### src/rtl/sdram_startup_pkg.sv
`timescale 1ns/1ps
package sdram_startup_pkg;

  // One-cycle strobes from the sequencing control into the datapath.
  typedef struct packed {
    logic issuePre;
    logic issueMode;
    logic issueRef;
    logic setDone;
  } seqStrobes_t;

  typedef enum logic [2:0] {
    ST_SETTLE    = 3'd0,
    ST_PRE_WAIT  = 3'd1,
    ST_MODE_WAIT = 3'd2,
    ST_REF_WAIT  = 3'd3,
    ST_FINISHED  = 3'd4
  } seqState_t;

  function automatic int maxOf2(input int a, input int b);
    return (a > b) ? a : b;
  endfunction

endpackage

### src/rtl/startup_ctrl.sv
`timescale 1ns/1ps
module startup_ctrl
  import sdram_startup_pkg::*;
#(
  parameter int MODE_FIRST = 1
) (
  input  logic        clk,
  input  logic        rstN,
  input  logic        waitZero,
  input  logic        refsDone,
  output seqStrobes_t strobes
);

  localparam bit MODE_LEADS = (MODE_FIRST != 0);

  seqState_t state;
  seqState_t nextState;

  always_comb begin
    strobes   = '0;
    nextState = state;
    unique case (state)
      ST_SETTLE: begin
        if (waitZero) begin
          strobes.issuePre = 1'b1;
          nextState        = ST_PRE_WAIT;
        end
      end
      ST_PRE_WAIT: begin
        if (waitZero) begin
          if (MODE_LEADS) begin
            strobes.issueMode = 1'b1;
            nextState         = ST_MODE_WAIT;
          end else begin
            strobes.issueRef = 1'b1;
            nextState        = ST_REF_WAIT;
          end
        end
      end
      ST_MODE_WAIT: begin
        if (waitZero) begin
          if (MODE_LEADS) begin
            strobes.issueRef = 1'b1;
            nextState        = ST_REF_WAIT;
          end else begin
            strobes.setDone = 1'b1;
            nextState       = ST_FINISHED;
          end
        end
      end
      ST_REF_WAIT: begin
        if (waitZero) begin
          if (!refsDone) begin
            strobes.issueRef = 1'b1;
          end else if (MODE_LEADS) begin
            strobes.setDone = 1'b1;
            nextState       = ST_FINISHED;
          end else begin
            strobes.issueMode = 1'b1;
            nextState         = ST_MODE_WAIT;
          end
        end
      end
      ST_FINISHED: nextState = ST_FINISHED;
      default:     nextState = ST_SETTLE;
    endcase
  end

  always_ff @(posedge clk or negedge rstN) begin
    if (!rstN) state <= ST_SETTLE;
    else       state <= nextState;
  end

endmodule

### src/rtl/startup_datapath.sv
`timescale 1ns/1ps
module startup_datapath
  import sdram_startup_pkg::*;
#(
  parameter int          ADDR_W        = 12,
  parameter int          BANK_W        = 2,
  parameter int          SETTLE_CYCLES = 40000,
  parameter int          TRP_CYCLES    = 3,
  parameter int          TMRD_CYCLES   = 2,
  parameter int          TRFC_CYCLES   = 7,
  parameter int          REFRESH_COUNT = 8,
  parameter logic [11:0] MODE_OPCODE   = 12'h023
) (
  input  logic              clk,
  input  logic              rstN,
  input  seqStrobes_t       strobes,
  output logic              waitZero,
  output logic              refsDone,
  output logic              seqCsN,
  output logic              seqRasN,
  output logic              seqCasN,
  output logic              seqWeN,
  output logic [ADDR_W-1:0] seqAddr,
  output logic [BANK_W-1:0] seqBa,
  output logic              doneFlag
);

  localparam int MAX_WAIT = maxOf2(maxOf2(SETTLE_CYCLES - 1, TRP_CYCLES),
                                   maxOf2(TMRD_CYCLES, TRFC_CYCLES));
  localparam int CNT_W = (MAX_WAIT < 1) ? 1 : $clog2(MAX_WAIT + 1);
  localparam int REF_W = (REFRESH_COUNT < 1) ? 1 : $clog2(REFRESH_COUNT + 1);
  localparam logic [ADDR_W-1:0] PRECH_WORD = ADDR_W'(1) << 10;
  localparam logic [ADDR_W-1:0] MODE_WORD  = ADDR_W'(MODE_OPCODE);

  logic [CNT_W-1:0] waitCnt;
  logic [REF_W-1:0] refsLeft;

  // Shared wait counter: reloaded by every issued command, counts down to 0.
  always_ff @(posedge clk or negedge rstN) begin
    if (!rstN) begin
      waitCnt <= CNT_W'(SETTLE_CYCLES - 1);
    end else if (strobes.issuePre) begin
      waitCnt <= CNT_W'(TRP_CYCLES);
    end else if (strobes.issueMode) begin
      waitCnt <= CNT_W'(TMRD_CYCLES);
    end else if (strobes.issueRef) begin
      waitCnt <= CNT_W'(TRFC_CYCLES);
    end else if (waitCnt != '0) begin
      waitCnt <= waitCnt - 1'b1;
    end
  end

  always_ff @(posedge clk or negedge rstN) begin
    if (!rstN) begin
      refsLeft <= REF_W'(REFRESH_COUNT);
    end else if (strobes.issueRef && refsLeft != '0) begin
      refsLeft <= refsLeft - 1'b1;
    end
  end

  assign waitZero = (waitCnt == '0);
  assign refsDone = (refsLeft == '0);

  // Registered command bus: idle code unless a strobe selects a command.
  always_ff @(posedge clk or negedge rstN) begin
    if (!rstN) begin
      seqCsN  <= 1'b0;
      seqRasN <= 1'b1;
      seqCasN <= 1'b1;
      seqWeN  <= 1'b1;
      seqAddr <= '0;
      seqBa   <= '0;
    end else begin
      seqCsN  <= 1'b0;
      seqRasN <= 1'b1;
      seqCasN <= 1'b1;
      seqWeN  <= 1'b1;
      seqAddr <= '0;
      seqBa   <= '0;
      if (strobes.issuePre) begin
        seqRasN <= 1'b0;
        seqWeN  <= 1'b0;
        seqAddr <= PRECH_WORD;
      end else if (strobes.issueMode) begin
        seqRasN <= 1'b0;
        seqCasN <= 1'b0;
        seqWeN  <= 1'b0;
        seqAddr <= MODE_WORD;
      end else if (strobes.issueRef) begin
        seqRasN <= 1'b0;
        seqCasN <= 1'b0;
      end
    end
  end

  always_ff @(posedge clk or negedge rstN) begin
    if (!rstN)                doneFlag <= 1'b0;
    else if (strobes.setDone) doneFlag <= 1'b1;
  end

endmodule

### src/rtl/sdram_startup.sv
`timescale 1ns/1ps
module sdram_startup
  import sdram_startup_pkg::*;
#(
  parameter int          ADDR_W        = 12,
  parameter int          BANK_W        = 2,
  parameter int          SETTLE_CYCLES = 40000,
  parameter int          TRP_CYCLES    = 3,
  parameter int          TMRD_CYCLES   = 2,
  parameter int          TRFC_CYCLES   = 7,
  parameter int          REFRESH_COUNT = 8,
  parameter int          MODE_FIRST    = 1,
  parameter logic [11:0] MODE_OPCODE   = 12'h023
) (
  input  logic              clk,
  input  logic              rstN,
  input  logic              userCke,
  input  logic              userDqm,
  input  logic              userCsN,
  input  logic              userRasN,
  input  logic              userCasN,
  input  logic              userWeN,
  input  logic [ADDR_W-1:0] userAddr,
  input  logic [BANK_W-1:0] userBa,
  output logic              cke,
  output logic              dqm,
  output logic              csN,
  output logic              rasN,
  output logic              casN,
  output logic              weN,
  output logic [ADDR_W-1:0] addr,
  output logic [BANK_W-1:0] ba,
  output logic              initDone
);

  seqStrobes_t       strobes;
  logic              waitZero;
  logic              refsDone;
  logic              seqCsN;
  logic              seqRasN;
  logic              seqCasN;
  logic              seqWeN;
  logic [ADDR_W-1:0] seqAddr;
  logic [BANK_W-1:0] seqBa;
  logic              doneFlag;

  startup_ctrl #(
    .MODE_FIRST (MODE_FIRST)
  ) ctrlInst (
    .clk      (clk),
    .rstN     (rstN),
    .waitZero (waitZero),
    .refsDone (refsDone),
    .strobes  (strobes)
  );

  startup_datapath #(
    .ADDR_W        (ADDR_W),
    .BANK_W        (BANK_W),
    .SETTLE_CYCLES (SETTLE_CYCLES),
    .TRP_CYCLES    (TRP_CYCLES),
    .TMRD_CYCLES   (TMRD_CYCLES),
    .TRFC_CYCLES   (TRFC_CYCLES),
    .REFRESH_COUNT (REFRESH_COUNT),
    .MODE_OPCODE   (MODE_OPCODE)
  ) dpInst (
    .clk      (clk),
    .rstN     (rstN),
    .strobes  (strobes),
    .waitZero (waitZero),
    .refsDone (refsDone),
    .seqCsN   (seqCsN),
    .seqRasN  (seqRasN),
    .seqCasN  (seqCasN),
    .seqWeN   (seqWeN),
    .seqAddr  (seqAddr),
    .seqBa    (seqBa),
    .doneFlag (doneFlag)
  );

  // Hand-off: the sequencer owns the bus until done, normal logic after.
  assign initDone = doneFlag;
  assign cke  = doneFlag ? userCke  : 1'b1;
  assign dqm  = doneFlag ? userDqm  : 1'b1;
  assign csN  = doneFlag ? userCsN  : seqCsN;
  assign rasN = doneFlag ? userRasN : seqRasN;
  assign casN = doneFlag ? userCasN : seqCasN;
  assign weN  = doneFlag ? userWeN  : seqWeN;
  assign addr = doneFlag ? userAddr : seqAddr;
  assign ba   = doneFlag ? userBa   : seqBa;

endmodule

### config.mk
export PLATFORM = sky130hd
export DESIGN_NAME = sdram_startup
export DESIGN_NICKNAME = d
export VERILOG_FILES = /design/src/rtl/sdram_startup_pkg.sv /design/src/rtl/startup_ctrl.sv /design/src/rtl/startup_datapath.sv /design/src/rtl/sdram_startup.sv
export SDC_FILE = /design/constraint.sdc
export NUM_CORES = 1
export LEC_CHECK = 0
export ABC_AREA = 1
export BUFFER_PORTS_ARGS = -buffer_cell sky130_fd_sc_hd__buf_4
export CORE_MARGIN = 3
export CORE_UTILIZATION = 40
export CTS_CLUSTER_SIZE = 30
export DETAILED_ROUTE_END_ITERATION = 10
export PLACE_DENSITY = 0.61
export SLEW_MARGIN = 20
export SYNTH_ARGS = -nofsm -noshare
export SYNTH_HDL_FRONTEND = slang
export SYNTH_SLANG_ARGS = --single-unit
### constraint.sdc
create_clock -name clk -period 1.83 [get_ports clk]
set_clock_uncertainty 0.05 [all_clocks]
set_input_delay 0.0915 -clock clk [delete_from_list [all_inputs] [get_ports clk]]
set_output_delay 0.0915 -clock clk [all_outputs]
set_load 0.02 [all_outputs]
==> impl_metrics.ini <==
[outcome]
status = complete, no violations

[routing]
vias = 1855
wl_per_cell_um = 12.1
vias_per_cell = 4.67
first_iter_violations = 96
firstDrtPassIters = 5
ant_nets = 0
drc = 0
drt_wl_total_mm = 4.79

[synth]
synth_top_area_share_pct = 18.9
syn-cell-area_um2 = 1980
synth_cell_types = 37
yosysWarnings = 0
synth_fp_nets = 300
synth-seq-cells = 29
yosysTopAreaCell = dfrtp_1
synth-seq-area-share_pct = 37.5
synth.area.top_cells = dfrtp_1 (19%), dfstp_2 (19%), nand2_1 (16%), inv_1 (7.8%), nor2_1 (6.2%)
syn_inst = 275
avgSynthCellArea_um2 = 7.22

[critical_path]
required_ps = 1980
reg2reg_depth = 10
crit_path_start_kind = register
path_class = register to register
crit_path_end = dpInst.waitCnt[9]
reg2reg_setup_slack_ps = 80
cp.arrival_ps = 1900
worstPathMaxFanout = 7
r2r-start = dpInst.waitCnt[0]
worstReg2RegEnd = dpInst.waitCnt[9]
startpoint = dpInst.waitCnt[0]
end_kind = register

[clocking]
cts_made_buffers = 5
clk_pin_slew_ps = 60
clkSinkCount = 29
cts_tree = built
htree_levels = 2
root_buffer = clkbuf_8
cts_max_path_buffers = 2
insertion_delay_ps = 270

[finish]
fillCellCount = 450
final_core_util_pct = 56.3
fin_area_um2 = 2570
layout.nets = 356
insertedDiodeCount = 0
area_growth_pct = 29.4
final_cell_mix = nand2_1 (85), buf_4 (49), inv_1 (41)
drive_above_1_share_pct = 31.6
final_common_cell = nand2_1

[die]
rows = 24
die_x_um = 76.4
fp.dieArea_um2 = 5840
io_pins = 43
start_util_pct = 43.5
core-area_um2 = 4560
dieHeight_um = 76.4

[sta]
finalCritPeriodShare_pct = 95.7
finalSetupViolCount = 0
finalHoldViolations = 0
relSlewSlack_pct = 71.7
fin_ws_ps = 78.9
tightest_slew_ps = 423
max_freq_mhz = 571
min_period_ps = 1750
drv_slew = 0

[pwr]
combPwrFrac_pct = 10.4
leakage_nw = 1.47
seqPwrFrac_pct = 50.6
ir_drop_uv = 481
switchingPower_uw = 298
swShare_pct = 23.5
total_power_mw = 1.27
p_per_area_nw_per_um2 = 495
p_int_uw = 972
clkPwrFrac_pct = 39.0

[place]
place_ws_ps = 64.6
port_buffers = 42
place_area_um2 = 2380
place_congestion = 0.827
dp_hpwl_mm = 3.58

[global_routing]
gr-total-overflow = 0
grt_max_degree = 30
grt_pass1_vias = 1638
grt_pass1_wl_mm = 7.94
antenna_found_initial = 0
grt_use_total_pct = 16.7

[run]
max_cap_viol_count = 0

[hold_path]
hp-class = input port to async pin
kinds of logic after synthesis:
logic type,count (synthesis),share of synthesized area (%)
AOI/OAI and AO/OA,26,8.70
xor gates and xnor gates,2,0.883
adders and majority gates,3,1.89
buffers and inverters,47,9.65
DFF,29,37.5
and+or+nand+nor,168,41.4
worst max-delay path, stage by stage, from the launching register on:
cell      delay (ps)
dfstp_2          550
inv_1             50
ha_1             220
nand2_1          120
nor2_4            80
nand2_4          110
inv_8             60
o211ai_4          80
buf_4            170
o21ai_0           70
a21oi_1          110
layer usage:
layer	wire [µm]	vias to the layer above	GRT usage [%]
met4	75	0	4.89
met1	2350	823	23.9
met5	0	-	0
met2	2140	45	25.0
met3	223	5	4.02
li1	-	982	-
Yosys cell counts:
cell type	number
nand2_1	85
inv_1	41
nor2_1	33
dfrtp_1	15
dfstp_2	14
nand3_1	14
a21oi_1	11
nor3_1	7
nor2_4	6
nand2_2	4
nand4_1	4
nor2_2	4
o21ai_0	4
ha_1	3
a21oi_2	2
clkbuf_1	2
inv_2	2
nand3_2	2
o21ai_1	2
o31ai_1	2
or2_2	2
and2_1	1
buf_6	1
inv_8	1
nand2_4	1
nand3_4	1
nand4_2	1
nand4_4	1
nor2_8	1
nor3_2	1
o211ai_1	1
o211ai_4	1
o21ai_2	1
o221ai_1	1
o311ai_0	1
xnor2_1	1
xor2_1	1
flip-flops by register name, indices dropped and copies added, names as in the netlist:
name	flops
dpInst.waitCnt	16
dpInst.refsLeft	4
ctrlInst.state	3
dpInst.seqAddr	2
dpInst.doneFlag	1
dpInst.seqCasN	1
dpInst.seqRasN	1
dpInst.seqWeN	1
worst min-delay path by stage:
stage,from,end,slack (ps),cells past startpoint
5_1_grt,rstN,dpInst.waitCnt[8],250,2
3_3_place_gp,rstN,dpInst.refsLeft[0],-10,1
6_report,rstN,dpInst.refsLeft[0],210,2
2_1_floorplan,rstN,ctrlInst.state[0],-250,0
3_5_place_dp,rstN,dpInst.refsLeft[0],-10,1
4_1_cts,rstN,dpInst.refsLeft[0],230,2
power by group through the flow:
stage	Clock (mW)	Sequential (mW)	Combinational, mW
2_1_floorplan	0	0.653	0.0493
3_3_place_gp	0	0.653	0.133
3_5_place_dp	0	0.653	0.133
4_1_cts	0.516	0.643	0.135
5_1_grt	0.561	0.642	0.145
6_report	0.496	0.643	0.132
stage by stage:
stage               std cells  TNS [ps]  hold slack (ps)
finish                    397         0              214
global route              397     -5.01              255
CTS                       391         0              230
detailed placement        382         0            -14.3
global placement          382         0            -13.5
floorplan                 275         0             -254
area by class of cell:
cell class | instances | area (µm²) | share of cell area (%)
Timing Repair Buffer | 51 | 398 | 15.5
Tap cell | 65 | 81.3 | 3.17
Sequential cell | 29 | 743 | 28.9
Clock inverter | 2 | 10.0 | 0.390
Multi-Input combinational cell | 200 | 1090 | 42.5
Inverter | 44 | 173 | 6.72
Clock buffer | 6 | 72.6 | 2.83
timing repair:
item | CTS | global route
setup endpoints to repair | 0 | 14
gates resized for setup | 0 | 6
setup buffers | 0 | 5
hold buffers | 1 | 0
hold endpoints to repair | 29 | 0
Power figures use the tool's default switching activity.
